--- src/rtl/rstseq_pkg.sv ---
package rstseq_pkg;

    // Power-on path control flags
    typedef struct packed {
        logic active;   // countdown in progress, holds reset
        logic locked;   // underflow seen, path closed while supply good
    } por_flags_t;

    // Guard (watchdog / clock monitor) flags
    typedef struct packed {
        logic armed;
        logic err;
    } guard_flags_t;

endpackage

--- src/rtl/rs_pin_sync.sv ---
module rs_pin_sync #(
    parameter int unsigned STAGES = 2
) (
    input  logic clk,
    input  logic pin_n,
    output logic released
);
    logic [STAGES-1:0] chain_d, chain_q;

    always_comb begin
        chain_d = {chain_q[STAGES-2:0], 1'b1};
    end

    // Assert immediately with the pin, release through the chain
    always_ff @(posedge clk or negedge pin_n) begin
        if (!pin_n) chain_q <= '0;
        else        chain_q <= chain_d;
    end

    assign released = chain_q[STAGES-1];
endmodule

--- src/rtl/rs_por_timer.sv ---
module rs_por_timer
    import rstseq_pkg::*;
#(
    parameter int unsigned TMR_W = 12
) (
    input  logic clk,
    input  logic supply_ok,
    input  logic trip,
    input  logic enable,
    output logic active
);
    localparam logic [TMR_W-1:0] PRESET = '1;

    typedef struct packed {
        por_flags_t       flags;
        logic [TMR_W-1:0] tmr;
    } por_state_t;

    por_state_t st_d, st_q;

    always_comb begin
        st_d = st_q;
        if (enable && trip && !st_q.flags.locked) begin
            st_d.flags.active = 1'b1;
            st_d.tmr          = PRESET;
        end else if (st_q.flags.active) begin
            if (st_q.tmr == '0) begin
                st_d.flags.active = 1'b0;
                st_d.flags.locked = 1'b1;
            end else begin
                st_d.tmr = st_q.tmr - 1'b1;
            end
        end
    end

    // Loss of supply clears the countdown and the lockout
    always_ff @(posedge clk or negedge supply_ok) begin
        if (!supply_ok) st_q <= '0;
        else            st_q <= st_d;
    end

    assign active = st_q.flags.active;
endmodule

--- src/rtl/rs_guard_ctrl.sv ---
module rs_guard_ctrl
    import rstseq_pkg::*;
#(
    parameter int unsigned WIN_W   = 2,
    parameter int unsigned CM_HOLD = 24
) (
    input  logic             clk,
    input  logic             core_rst,
    input  logic             clk_ok,
    output logic             rst_done,
    output logic             armed,
    output logic [WIN_W-1:0] window,
    output logic             cm_err_n
);
    localparam int unsigned CNT_W = $clog2(CM_HOLD);
    localparam logic [CNT_W-1:0] CNT_LAST = CNT_W'(CM_HOLD - 1);

    typedef struct packed {
        guard_flags_t     flags;
        logic [CNT_W-1:0] cnt;
    } guard_state_t;

    guard_state_t     st_d, st_q;
    logic             prev_d, prev_q;
    logic [WIN_W-1:0] win_d, win_q;

    // prev_q is forced high by reset and clears one edge after release
    always_comb prev_d = 1'b0;

    always_ff @(posedge clk or posedge core_rst) begin
        if (core_rst) prev_q <= 1'b1;
        else          prev_q <= prev_d;
    end

    assign rst_done = prev_q & ~core_rst;

    always_comb begin
        st_d = st_q;
        if (rst_done) st_d.flags.armed = 1'b1;
        if (st_q.flags.armed && !clk_ok) begin
            st_d.flags.err = 1'b1;
            st_d.cnt       = '0;
        end else if (st_q.flags.err && clk_ok) begin
            if (st_q.cnt == CNT_LAST) begin
                st_d.flags.err = 1'b0;
                st_d.cnt       = '0;
            end else begin
                st_d.cnt = st_q.cnt + 1'b1;
            end
        end
    end

    always_ff @(posedge clk or posedge core_rst) begin
        if (core_rst) st_q <= '0;
        else          st_q <= st_d;
    end

    // Service window default: widest setting, restored by every reset
    always_comb win_d = win_q;

    always_ff @(posedge clk or posedge core_rst) begin
        if (core_rst) win_q <= '1;
        else          win_q <= win_d;
    end

    assign armed    = st_q.flags.armed;
    assign window   = win_q;
    assign cm_err_n = ~st_q.flags.err;
endmodule

--- src/rtl/rst_sequencer.sv ---
module rst_sequencer #(
    parameter int unsigned SYNC_STAGES = 2,
    parameter int unsigned TMR_W       = 12,
    parameter int unsigned WIN_W       = 2,
    parameter int unsigned CM_HOLD     = 24
) (
    input  logic             clk,
    input  logic             rst_pin_n,
    input  logic             supply_ok,
    input  logic             supply_trip,
    input  logic             por_en,
    input  logic             halt_active,
    input  logic             clk_ok,
    output logic             core_rst,
    output logic             rst_done,
    output logic             halt_wake,
    output logic             guards_armed,
    output logic [WIN_W-1:0] wd_window,
    output logic             cm_err_n
);
    logic pin_released;
    logic por_active;
    logic ext_rst;

    rs_pin_sync #(.STAGES(SYNC_STAGES)) u_sync (
        .clk      (clk),
        .pin_n    (rst_pin_n),
        .released (pin_released)
    );

    rs_por_timer #(.TMR_W(TMR_W)) u_por (
        .clk       (clk),
        .supply_ok (supply_ok),
        .trip      (supply_trip),
        .enable    (por_en),
        .active    (por_active)
    );

    assign ext_rst   = ~pin_released;
    assign core_rst  = ext_rst | por_active;
    assign halt_wake = halt_active & ext_rst;

    rs_guard_ctrl #(.WIN_W(WIN_W), .CM_HOLD(CM_HOLD)) u_guard (
        .clk      (clk),
        .core_rst (core_rst),
        .clk_ok   (clk_ok),
        .rst_done (rst_done),
        .armed    (guards_armed),
        .window   (wd_window),
        .cm_err_n (cm_err_n)
    );
endmodule

--- config.mk ---
export PLATFORM = sky130hd
export DESIGN_NAME = rst_sequencer
export DESIGN_NICKNAME = d
export VERILOG_FILES = /design/src/rtl/rstseq_pkg.sv /design/src/rtl/rs_pin_sync.sv /design/src/rtl/rs_por_timer.sv /design/src/rtl/rs_guard_ctrl.sv /design/src/rtl/rst_sequencer.sv
export SDC_FILE = /design/constraint.sdc
export NUM_CORES = 1
export LEC_CHECK = 0
export ABC_AREA = 1
export BUFFER_PORTS_ARGS = -buffer_cell sky130_fd_sc_hd__buf_2
export CAP_MARGIN = 10
export CELL_PAD_IN_SITES_DETAIL_PLACEMENT = 2
export CELL_PAD_IN_SITES_GLOBAL_PLACEMENT = 2
export CORE_ASPECT_RATIO = 1.4
export CORE_MARGIN = 8
export CORE_UTILIZATION = 30
export CTS_BUF_LIST = sky130_fd_sc_hd__clkbuf_2 sky130_fd_sc_hd__clkbuf_4 sky130_fd_sc_hd__clkbuf_8
export DETAILED_ROUTE_END_ITERATION = 16
export HOLD_SLACK_MARGIN = 0.08
export PLACE_DENSITY_LB_ADDON = 0.1
export SLEW_MARGIN = 20
export SYNTH_ARGS = -nofsm -noshare
export SYNTH_HDL_FRONTEND = slang
export SYNTH_SLANG_ARGS = --single-unit
--- constraint.sdc ---
create_clock -name clk -period 5.1 [get_ports clk]
set_clock_uncertainty 0.1 [all_clocks]
set_input_delay 1.02 -clock clk [delete_from_list [all_inputs] [get_ports clk]]
set_output_delay 1.02 -clock clk [all_outputs]
set_load 0.05 [all_outputs]
; ---- Word level (Yosys, flattened, before mapping)
; Index checks and enable logic that the tools add are counted.
[word_totals]
regBits = 24
inputBits = 7
output_inout_bits = 7
elab_cells = 41
[classes]
n_addsub = 2
n_eq_ne = 2
muxes = 9
bitwise = 7
reduce_logical = 13
[ops]
columns = op, count
row1 = $mux 12, 2
row2 = $mux 14, 1
row3 = $logic_not 12->1, 1
row4 = $mux 6, 2
row5 = $sub 12x1->12 const B, 1
row6 = $reduce_bool 2->1, 3
row7 = $add 5x1->5 const B, 1
row8 = $eq 5x5->1 const B, 1
row9 = $mux 5, 1
row10 = $logic_and 1x1->1, 4
row11 = $not 1->1, 4
row12 = $reduce_and 2->1, 2
row13 = $reduce_and 3->1, 1
row14 = $and 1x1->1, 2
row15 = $logic_not 1->1, 2
row16 = $mux 1, 2
row17 = $mux 2, 1
row18 = $ne 2x1->1 const B, 1
row19 = $or 1x1->1, 1

; ---- Logic depth before layout (Yosys ltp)
; Gate-level depths: netlist (run 1).
[logic_depth]
depth_word = 4
depth_mapped = 9
mapped_depth_nobuf = 9

; ---- By module
; Synthesis (run 1) repeated with hierarchy kept, for this count alone.
[hier_totals]
hier_cells = 187
area_unflattened_um2 = 1416.4
[modules_own_cells]
columns = module, instances, cells_per_inst, area_per_inst_um2, seq_area_each_um2
row1 = rs_por_timer, 1, 128, 935.9, 350.3
row2 = rs_guard_ctrl, 1, 52, 409.1, 201.4
row3 = rs_pin_sync, 1, 3, 53.8, 50.0
row4 = rst_sequencer, 1, 4, 17.5, 0.0

; ---- Worst setup path before layout (run 1)
; OpenSTA, ideal clock, no wires.
[synth_timing]
kind = input port to output port
from = input port halt_active
to = output port halt_wake
arrival_ns = 1.686
required_ns = 3.980
setup_slack_ns = 2.294
stages = 2
cell_sequence = inv_1 > nor2_1
[synth_between]
elab_chain_cells = 1
[synth_rtl]
columns = item, line_no
row1 = from (decl), rst_sequencer.sv:12  ; input logic halt_active,
row2 = $and 1x1->1, rst_sequencer.sv:41  ; assign halt_wake = halt_active & ext_rst;
row3 = to (decl), rst_sequencer.sv:16  ; output logic halt_wake,
; Every way passes these cells.

; ---- Worst setup path after layout (run 1)
[layout_timing]
from = register u_por.st_q (netlist bit u_por.active)
to = output port rst_done
[layout_between]
elab_chain_cells = 3
[layout_rtl]
columns = item, line_no
row1 = from (decl), rs_por_timer.sv:19  ; por_state_t st_d, st_q;
row2 = from (signal assigned), rs_por_timer.sv:39  ; else st_q <= st_d;
row3 = $or 1x1->1, rst_sequencer.sv:40  ; assign core_rst = ext_rst | por_active;
row4 = $not 1->1, rs_guard_ctrl.sv:35  ; assign rst_done = prev_q & ~core_rst;
row5 = $and 1x1->1, rs_guard_ctrl.sv:35
row6 = to (decl), rst_sequencer.sv:15  ; output logic rst_done,
; Every way passes these cells.

==> out/qor_table.md, run 1 <==
| Stage | Metric | Reported |
|---|---|---|
| critical path | Worst flop-to-flop path startpoint | u_por.active |
| layout | Commonest cells after routing, fill and taps aside | nand2_1 (40), inv_1 (28), dfrtp_1 (23), nand3_1 (16), a21oi_1 (14) |
| yosys | Avg Inst Size Synth | 7.97 um^2 |
| yosys | Number of instances in the synthesized netlist | 180 |
| place | Sum of net half-perimeters after detailed placement | 3160 um |
| floorplanning | Vert. Die Dim | 97.8 um |
| clocking | Clock sink count | 24 |
| floorplanning | I/O Pins | 14 |
| clocking | Clock root buffer | clkbuf_8 |
| critical path | Element type at the critical path start | register |
| yosys | EDFF count, synth | 0 |
| pwr | Fraction of power consumed by combinational cells | 8.4% |
| route | Post-detailed-routing wire length | 3940 um |
| yosys | Synth unique cells | 30 |
| floorplanning | Full die area | 7280 um^2 |
| critical path | Type of destination of the critical path | output pin |
| place | Number of port buffers | 11 |
| pwr | Sequential power share | 50.3% |
| critical path | Logic depth of the worst register-to-register path | 3 |
| floorplanning | Area of the core | 4730 um^2 |
| yosys | Post-synthesis instance area | 1440 um^2 |
| layout | Area grow syn2layout | 13.6% |
| grt | Initial antenna violation count | 0 |
| pwr | Cell internal pwr | 319 uW |
| min path | Startpoint of the most critical hold path | u_sync.chain_q[0] |
| clocking | Total of cells resized after clock tree synthesis | 0 |
| sta | Fin Setup TNS | 0 ns |
| route | Average wire per cell in the routed design | 15.3 um |
| pwr | Switching power share of the total | 24.2% |
| critical path | Cell Chain, Critical Path | nor2_1 > nand2_1 > inv_1 > buf_2 |
| yosys | Count of synthesis-stage warnings from yosys | 0 |
| clocking | Clock Latency Late Sink | 0.28 ns |
| pwr | Sw power | 102 uW |
| layout | Number of nets in the final layout | 205 |
| clocking | Number of setup buffers added after CTS | 0 |
| layout | Leading cell type in the layout, fill and taps excluded | nand2_1 |
| route | DRC violation total after the first TritonRoute iteration | 22 |
| grt | Number of global-route vias before repair | 1457 |
| floorplanning | FP Rows | 30 |
| yosys | Post-synthesis register bit count | 24 |
| clocking | Maximum clock insertion buffer count | 2 |
| critical path | WP data required | 3.98 ns |
| place | Final estimated routing congestion in global placement | 0.725 |
| min path | Hold crit path type | register to register |
| sta | RSZ-0062 raised after global routing | false |
| yosys | Share of async-settable or async-resettable flops after synthesis | 100% |
| pwr | Worst supply voltage drop on vdd | 0.142 mV |
| critical path | Worst path max stage delay | 0.65 ns |
| flow run | Maximum capacitance violations | 0 |
| sta | Portion of the clock cycle consumed by the worst path in the final layout | 61.2% |
| layout | Total inserted antenna cells | 0 |
| route | First drt pass iteration count | 4 |
| sta | Transition time at the pin with the least slew margin | 0.743 ns |
| pwr | Leakage component of the power | 0.850 nW |
| route | Final antenna-violating net count | 0 |
| sta | Rel. slew slack | 50.3% |
| layout | Number of filler instances in the final layout | 585 |
| critical path | Start point of the critical path | u_por.active |
| clocking | Number of levels in the clock H-tree | 1 |
| grt | Largest net degree at the start of global routing | 15 |
| yosys | Sequential cell area fraction in the yosys report | 41.9% |
| pwr | Clk network pwr share | 41.4% |
| sta | Minimum period implied by the final worst setup slack | 3.12 ns |
| layout | Fin area | 1630 um^2 |
| route | DR vias/cell | 4.74 |
| clocking | Clock buffer count from CTS | 3 |
| floorplanning | Die width | 74.5 um |
| critical path | Crit-path slowest cell | nor2_1 |
| route | Total via count after detailed routing | 1223 |
| yosys | Main flop type after synthesis | dfrtp_1 |
| clocking | Clock tree from TritonCTS | done |
| place | Placed Area | 1560 um^2 |
| critical path | Arrival time at the worst endpoint | 2.00 ns |
| critical path | Destination of the worst register-to-register timing path | u_guard.armed |
| clocking | Clock input transition at the sequential cells of the worst setup and hold paths | 0.10 ns |
| critical path | Critical path class | register to output pin |
| min path | Worst hold path cell count | 0 |
| grt | Overall track demand over capacity in global routing | 12.2% |
| sta | Max-slew violation count | 0 |
| layout | Fraction of final layout cells with drive strength greater than 1 | 21.1% |
| clocking | Hold_buf cts | 0 |
| sta | Number of hold-slack violations in the final timing report | 0 |
| min path | Hold Path End | u_sync.chain_q[1] |
| status | Outcome | completed |
| route | Drc violations | 0 |
| grt | Wire length of the first global-routing pass | 6960 um |
| pwr | Power density of the placed cells | 258 nW/um^2 |
| sta | Count of endpoints failing setup in the final report | 0 |
| floorplanning | Starting utilization of the core area | 30.3% |
| critical path | Worst-path maximum fanout | 12 |
| critical path | R2R setup slack | 3.47 ns |
| sta | Maximum clock frequency | 0.321 GHz |
| grt | Overflow left after global routing | 0 |
## state kept, by name, summed over array words and instances, names as in the netlist
| signal | cells |
|---|---|
| u_guard.armed | 1 |
| u_sync.chain_q | 2 |
| u_guard.prev_q | 1 |
| u_guard.st_q | 6 |
| u_por.st_q | 13 |
| u_por.active | 1 |
## worst max path at each step
stage                     depth (start not counted)         to  slack, ns
after floorplan                                   2  halt_wake       2.29
after global routing                              4   rst_done       1.71
after global placement                            4   rst_done       2.26
after detailed placement                          4   rst_done       2.19
final                                             4   rst_done       1.98
after CTS                                         4   rst_done       1.85
## worst max-delay path, delay by kind of cell, from the launching register on
kind          cells  cell delay [ns]
flops             1             0.55
simple gates      2             0.82
buf+inv           2             0.35
## cell type report
| class | count | area (um^2) | share of cell area (%) |
|---|---|---|---|
| Clock buffer | 3 | 41.3 | 2.53 |
| Clock inverter | 1 | 30.0 | 1.84 |
| Inverter | 31 | 121 | 7.44 |
| Multi-Input combinational cell | 124 | 701 | 43.0 |
| Sequential cell | 24 | 602 | 36.9 |
| Tap cell | 64 | 80.1 | 4.91 |
| Timing Repair Buffer | 11 | 55.1 | 3.38 |
## cells in the mapped netlist (2+ instances only)
| cell | number | share of area, % |
|---|---|---|
| nand3_1 | 16 | 5.6 |
| inv_2 | 2 | 0.52 |
| nor2_4 | 4 | 3.1 |
| o21ai_0 | 6 | 2.1 |
| o22ai_1 | 3 | 1.3 |
| buf_4 | 2 | 1.0 |
| a21oi_1 | 14 | 4.9 |
| nor2_2 | 4 | 1.7 |
| nand2_1 | 40 | 10 |
| ha_1 | 3 | 2.6 |
| nand2_2 | 4 | 1.7 |
| o21ai_2 | 3 | 1.8 |
| conb_1 | 2 | 0.52 |
| inv_1 | 28 | 7.3 |
| dfrtp_1 | 23 | 40 |
| nand2_4 | 2 | 1.6 |
| nor2_1 | 11 | 2.9 |
## cells by family after synthesis
kind of cell	after synthesis	synth area share (%)
other cells	2	0.523
xor+xnor	1	0.610
flops	24	41.9
fa+ha+maj	3	2.62
mux	1	0.697
buf+inv	34	9.76
simple gates	85	31.0
compound gates	30	12.8
## power by group through the flow
stage	sequential [mW]	clock (mW)	combinational, mW
6_report	0.212	0.174	0.0352
5_1_grt	0.214	0.188	0.0426
4_1_cts	0.212	0.182	0.0363
3_5_place_dp	0.215	0	0.0363
3_3_place_gp	0.215	0	0.0341
2_1_floorplan	0.212	0	0.0263
## metal layers
layer	track usage (%)	part of all wire, %	vias up
met4	3.64	1.3	0
met1	11.4	35	619
met5	0	0	-
li1	-	-	588
met3	2.15	2.0	5
met2	24.4	61	11
## metrics by stage
stage	setup WS [ns]	hold slack, ns	instances	util, %	power (mW)
after detailed placement	2.19	0.248	254	33.0	0.252
after global routing	1.71	0.276	258	34.5	0.444
final	1.98	0.267	258	34.5	0.421
after floorplan	2.29	0.231	182	-	0.239
after CTS	1.85	0.272	258	34.5	0.430
after global placement	2.26	0.242	254	33.0	0.249
No activity file was read; power rests on OpenSTA's default activity.
==> inputs of run 2 (changes only) <==
- ABC_AREA: 1 -> 0
- clock period: 5.1 -> 3 ns (I/O delays scaled with it)
==> out/qor_table.md, run 2 <==
| Stage | Metric | Reported |
|---|---|---|
| clocking | Clock tree from TritonCTS | done |
| layout | Fin cells | 176 |
| layout | Area occupied by multi-input gates | 567 um^2 |
| yosys | Main area contributors after synthesis | dfrtp_1 (47%), ha_1 (3.1%), a21oi_1 (2.9%) |
| critical path | R2R setup slack | 0.64 ns |
| layout | Leading cell type in the layout, fill and taps excluded | dfrtp_1 |
| critical path | Element type at the critical path start | register |
| critical path | Worst-path maximum fanout | 13 |
| clocking | Number of levels in the clock H-tree | 1 |
| yosys | Share of async-settable or async-resettable flops after synthesis | 100% |
| sta | Hold_ws | 0.114 ns |
| sta | Rel. slew slack | 54.3% |
| clocking | Clock Latency Late Sink | 0.27 ns |
| place | Pre-CTS setup slack | 0.623 ns |
| place | Number of port buffers | 11 |
| sta | Minimum period implied by the final worst setup slack | 2.36 ns |
| layout | Max reg flops | 13 |
| sta | Max-slew violation count | 0 |
| grt | Overall track demand over capacity in global routing | 10.7% |
| pwr | Leakage component of the power | 0.612 nW |
| grt | Overflow left after global routing | 0 |
| place | Final estimated routing congestion in global placement | 0.764 |
| route | DRC violation total after the first TritonRoute iteration | 49 |
| floorplanning | FP Rows | 27 |
| floorplanning | Area of the core | 3920 um^2 |
| grt | Initial antenna violation count | 0 |
| layout | Area grow syn2layout | 14.4% |
| pwr | Fraction of power consumed by combinational cells | 9.8% |
| place | Placed Area | 1310 um^2 |
| sta | Count of endpoints failing setup in the final report | 0 |
| sta | Number of hold-slack violations in the final timing report | 0 |
| layout | Area of all sequential standard cells | 602 um^2 |
| pwr | Switching power share of the total | 24.9% |
| critical path | Type of destination of the critical path | register |
| pwr | Worst supply voltage drop on vdd | 0.273 mV |
| clocking | Clock root buffer | clkbuf_8 |
| route | Average wire per cell in the routed design | 18.0 um |
| layout | Number of filler instances in the final layout | 436 |
| yosys | Synth unique cells | 41 |
| route | Top Layer Used | met4 |
| flow run | Maximum capacitance violations | 0 |
| clocking | Clock buffer count from CTS | 3 |
| route | Routed wl met3 | 63 um |
| floorplanning | Starting utilization of the core area | 31.1% |
| yosys | Sequential cell area fraction in the yosys report | 49.4% |
| floorplanning | Full die area | 6380 um^2 |
| clocking | Clock input transition at the sequential cells of the worst setup and hold paths | 0.09 ns |
| route | Drc violations | 0 |
| layout | Fraction of final layout cells with drive strength greater than 1 | 18.8% |
| grt | Wire length of the first global-routing pass | 5660 um |
| clocking | Clock sink count | 24 |
| sta | Transition time at the pin with the least slew margin | 0.684 ns |
| sta | Fin Setup TNS | 0 ns |
| pwr | Sequential power share | 50.7% |
| floorplanning | Die width | 69.8 um |
| place | Sum of net half-perimeters after detailed placement | 2450 um |
| critical path | Destination of the worst register-to-register timing path | u_por.st_q[6] |
| floorplanning | Vert. Die Dim | 91.4 um |
| critical path | Critical path class | register to register |
| yosys | Post-synthesis instance area | 1220 um^2 |
| layout | Total inserted antenna cells | 0 |
| floorplanning | I/O Pins | 14 |
| critical path | Logic depth of the worst register-to-register path | 6 |
| pwr | Sw power | 182 uW |
| yosys | EDFF count, synth | 0 |
| route | Total via count after detailed routing | 1015 |
| pwr | Power density of the placed cells | 527 nW/um^2 |
| route | Final antenna-violating net count | 0 |
| yosys | Avg Inst Size Synth | 10.3 um^2 |
| yosys | Cell type with the highest aggregate area in the netlist | dfrtp_1 |
| status | Outcome | completed |
| critical path | Worst flop-to-flop path startpoint | u_por.st_q[0] |
| yosys | Most frequent cells after synthesis | dfrtp_1 (23), a21oi_1 (7), inv_1 (7), nand2_1 (6), nor2_1 (6) |
| pwr | Clk network pwr share | 39.6% |
| critical path | Arrival time at the worst endpoint | 2.46 ns |
| critical path | Setup crit end | u_por.st_q[6] |
| route | Post-detailed-routing wire length | 3170 um |
| layout | Top reg by flops | u_por.st_q |
| yosys | Cell with the most instances after synthesis | dfrtp_1 |
| layout | Number of nets in the final layout | 144 |
| layout | Registers with the most flip-flops | u_por.st_q: 13 flops, u_guard.st_q: 6 flops, u_sync.chain_q: 2 flops |
| critical path | WP data required | 3.10 ns |
| yosys | Number of instances in the synthesized netlist | 118 |
| yosys | Count of synthesis-stage warnings from yosys | 0 |
| route | First drt pass iteration count | 4 |
| layout | Commonest cells after routing, fill and taps aside | dfrtp_1 (23), buf_2 (11), inv_1 (7), a21oi_1 (7) |
| yosys | Post-synthesis register bit count | 24 |
| grt | Number of global-route vias before repair | 1192 |
| min path | Hold crit path type | input port to asynchronous set/reset pin |
| route | Met1 wire length | 1180 um |
| route | Met2 WL post-DR | 1870 um |
| place | Cell Count Post-Placement | 171 |
| layout | Fin area | 1390 um^2 |
| grt | Largest net degree at the start of global routing | 15 |
| sta | Maximum clock frequency | 0.424 GHz |
| yosys | Main flop type after synthesis | dfrtp_1 |
| pwr | Cell internal pwr | 551 uW |
| route | DR vias/cell | 5.77 |
| critical path | Start point of the critical path | u_por.st_q[0] |
| sta | RSZ-0062 raised after global routing | false |
| pwr | Total power after layout | 734 uW |
| sta | Portion of the clock cycle consumed by the worst path in the final layout | 78.6% |
| layout | Core occupancy in the finished layout | 35.5% |
| sta | Minimum setup slack in the final design | 0.642 ns |
| yosys | Fraction of post-synthesis cell area in the top cell type by area | 47.3% |
| clocking | Maximum clock insertion buffer count | 2 |
[run 2: cell families (layout without fill, tap and decap cells)]
logic type,Yosys count,after routing,share of synthesized area [%]
AND/OR/NAND/NOR,44,44,22.3
flip-flops,24,24,49.4
other,2,4,0.617
buffers and inverters,11,24,4.62
adder cells (fa/ha/maj),3,3,3.08
AO/OA/AOI/OAI,34,34,19.9
[run 2: final cells by class]
| class | count | share of cell area [%] |
|---|---|---|
| Clock buffer | 3 | 2.96 |
| Clock inverter | 1 | 2.16 |
| Inverter | 7 | 1.89 |
| Multi-Input combinational cell | 85 | 40.7 |
| Sequential cell | 24 | 43.2 |
| Tap cell | 43 | 3.86 |
| Timing Repair Buffer | 13 | 5.21 |
[run 2: critical path, stage by stage, from the launching register on]
cell and delay, ns:
dfrtp_1 0.40, inv_1 0.11, ha_1 0.19, or4b_1 0.53, o41a_1 0.52, and4_2 0.31, o21ai_1 0.13
[run 2: repair_timing]
item	CTS	global route
endpoints found under the setup margin	0	0
gates resized for setup	0	0
hold endpoints to repair	2	0
hold buffers	1	0
setup buffers	0	0
[run 2: power groups by stage]
stage | clock network, mW | registers [mW] | logic (mW)
floorplan | 0 | 0.368 | 0.0517
global placement | 0 | 0.374 | 0.0687
detailed placement | 0 | 0.378 | 0.0710
CTS | 0.305 | 0.371 | 0.0727
global route | 0.316 | 0.376 | 0.0805
finish | 0.290 | 0.372 | 0.0716
[run 2: layer usage]
layer / GRT usage, % / up-vias
li1: - / 471
met1: 10.0 / 531
met2: 21.5 / 8
met5: 0 / -
met4: 4.87 / 0
met3: 1.85 / 5
[run 2: how the worst min path moves through the flow]
| stage | startpoint | to | slack, ns | cells past startpoint |
|---|---|---|---|---|
| floorplan | supply_ok | u_por.active | 0.20 | 0 |
| global placement | u_sync.chain_q[1] | u_guard.armed | 0.20 | 2 |
| detailed placement | u_sync.chain_q[1] | u_guard.armed | 0.23 | 2 |
| CTS | supply_ok | u_por.st_q[2] | 0.12 | 1 |
| global route | supply_ok | u_por.st_q[2] | 0.13 | 1 |
| finish | supply_ok | u_por.st_q[2] | 0.11 | 1 |
==> inputs of run 3 (changes only) <==
- clock period: 3 -> 2.3 ns (I/O delays scaled with it)
==> out/qor_table.md, run 3 (synthesized netlist as in run 2, its figures left out) <==
| Stage | Metric | Reported |
|---|---|---|
| sta | Max-slew violation count | 0 |
| sta | Fin Setup TNS | 0 ns |
| grt | Largest net degree at the start of global routing | 15 |
| status | Outcome | completed |
| floorplanning | FP Rows | 27 |
| pwr | Power density of the placed cells | 671 nW/um^2 |
| pwr | Cell internal pwr | 758 uW |
| layout | Area occupied by multi-input gates | 597 um^2 |
| critical path | Arrival time at the worst endpoint | 2.28 ns |
| layout | Fraction of final layout cells with drive strength greater than 1 | 26.9% |
| flow run | Maximum capacitance violations | 0 |
| sta | Maximum clock frequency | 0.460 GHz |
| pwr | Switching power share of the total | 25.1% |
| clocking | Number of levels in the clock H-tree | 1 |
| critical path | R2R setup slack | 0.12 ns |
| sta | Minimum period implied by the final worst setup slack | 2.18 ns |
| grt | Overflow left after global routing | 0 |
| sta | Hold_ws | 0.149 ns |
| clocking | Maximum clock insertion buffer count | 2 |
| critical path | Worst path max stage delay | 0.53 ns |
| layout | Number of filler instances in the final layout | 434 |
| layout | Max reg flops | 13 |
| place | Final estimated routing congestion in global placement | 0.758 |
| route | DRC violation total after the first TritonRoute iteration | 14 |
| critical path | Crit path buf inv count | 1 |
| clocking | Clock input transition at the sequential cells of the worst setup and hold paths | 0.09 ns |
| floorplanning | Die width | 69.8 um |
| route | Final antenna-violating net count | 0 |
| critical path | Crit-path slowest cell | o41a_1 |
| layout | Top reg by flops | u_por.st_q |
| clocking | Clock buffer count from CTS | 3 |
| clocking | Clock root buffer | clkbuf_8 |
| route | First drt pass iteration count | 4 |
| layout | Area grow syn2layout | 23.8% |
| route | Total via count after detailed routing | 1063 |
| pwr | Leakage component of the power | 0.664 nW |
| sta | Number of hold-slack violations in the final timing report | 0 |
| sta | Count of endpoints failing setup in the final report | 0 |
| layout | Leading cell type in the layout, fill and taps excluded | dfrtp_1 |
| route | DR vias/cell | 5.65 |
| layout | Area of all sequential standard cells | 602 um^2 |
| place | Sum of net half-perimeters after detailed placement | 2520 um |
| pwr | Fraction of power consumed by combinational cells | 15.1% |
| grt | Overall track demand over capacity in global routing | 11.0% |
| pwr | Clk network pwr share | 37.1% |
| floorplanning | Area of the core | 3920 um^2 |
| critical path | WP data required | 2.40 ns |
| floorplanning | Vert. Die Dim | 91.4 um |
| clocking | Clock Latency Late Sink | 0.27 ns |
| grt | Initial antenna violation count | 0 |
| min path | Hold crit path type | register to asynchronous set/reset pin |
| critical path | Worst-path maximum fanout | 7 |
| layout | Number of nets in the final layout | 156 |
| clocking | Clock tree from TritonCTS | done |
| floorplanning | Starting utilization of the core area | 31.1% |
| route | Drc violations | 0 |
| pwr | Worst supply voltage drop on vdd | 0.400 mV |
| critical path | Type of destination of the critical path | register |
| route | Average wire per cell in the routed design | 18.2 um |
| route | Post-detailed-routing wire length | 3420 um |
| place | Number of port buffers | 11 |
| pwr | Sw power | 254 uW |
| sta | Portion of the clock cycle consumed by the worst path in the final layout | 94.6% |
| sta | RSZ-0062 raised after global routing | false |
| layout | Registers with the most flip-flops | u_por.st_q: 13 flops, u_guard.st_q: 6 flops, u_sync.chain_q: 2 flops |
| clocking | Clock sink count | 24 |
| critical path | Element type at the critical path start | register |
| grt | Number of global-route vias before repair | 1198 |
| layout | Commonest cells after routing, fill and taps aside | dfrtp_1 (23), buf_2 (11), buf_4 (11), a21oi_1 (7) |
| critical path | Kind of cell with the highest combined delay on the critical path | simple AND/OR/NAND/NOR gates |
| pwr | Sequential power share | 47.8% |
| layout | Total inserted antenna cells | 0 |
| floorplanning | Full die area | 6380 um^2 |
| critical path | Cell Chain, Critical Path | inv_2 > ha_4 > or4b_4 > o41a_1 > and3_2 > o21ai_1 |
| grt | Wire length of the first global-routing pass | 5860 um |
| critical path | Critical path class | register to register |
| floorplanning | I/O Pins | 14 |
run 3: cell types whose count changed in the layout (fill, tap and decap cells not counted), sizes merged:
cell         change
o41a             +1
buf             +10
dlygate4sd3      +1
run 3: what timing repair did:
| item | 4_1_cts | 5_1_grt |
|---|---|---|
| endpoints found under the hold margin | 16 | 0 |
| resized for setup | 0 | 7 |
| buffers inserted | 0 | 5 |
| hold buffers | 2 | 0 |
| endpoints found under the setup margin | 0 | 7 |
run 3: final cells by class:
type	count	area share, %
multi-input cells	86	39.6
repair buffers	24	10.5
flip-flops and latches	24	39.9
clock buffers	3	2.74
inverters	7	1.74
well taps	43	3.57
clock inverters	1	1.99
run 3: routing by layer:
| metal | global-route usage [%] | vias to the layer above | routed length (um) |
|---|---|---|---|
| met5 | 0 | - | 0 |
| met4 | 4.71 | 0 | 106 |
| met1 | 10.5 | 553 | 1310 |
| li1 | - | 494 | - |
| met2 | 21.8 | 10 | 1930 |
| met3 | 1.96 | 6 | 74 |
run 3: metrics by stage:
step	setup slack, ns	instances	total power [mW]	utilization (%)	instance area (um^2)
after global routing	0.0116	188	1.07	38.5	1510
after CTS	0.0381	182	0.972	36.7	1440
final	0.124	188	1.01	38.5	1510
after detailed placement	0.0673	176	0.587	34.4	1350
after global placement	0.154	176	0.580	34.4	1350
after floorplan	0.208	120	0.547	-	1220
run 3: worst paths after layout:
check / from / to / cells past startpoint
setup / recovery: u_por.st_q[1] / u_por.st_q[2] / 6
min in group clk: u_sync.chain_q[0] / u_sync.chain_q[1] / 0
hold / removal: u_sync.chain_q[1] / u_guard.armed / 1
max in group asynchronous: supply_ok / u_por.st_q[9] / 2
hold reg to reg: u_sync.chain_q[1] / u_guard.armed / 1
setup reg to reg: u_por.st_q[1] / u_por.st_q[2] / 6
run 3: power by group through the flow:
| stage | registers, mW | logic, mW | clock network, mW |
|---|---|---|---|
| 2_1_floorplan | 0.479 | 0.0674 | 0 |
| 3_3_place_gp | 0.487 | 0.0928 | 0 |
| 3_5_place_dp | 0.491 | 0.0963 | 0 |
| 4_1_cts | 0.482 | 0.0998 | 0.389 |
| 5_1_grt | 0.487 | 0.171 | 0.408 |
| 6_report | 0.484 | 0.153 | 0.375 |
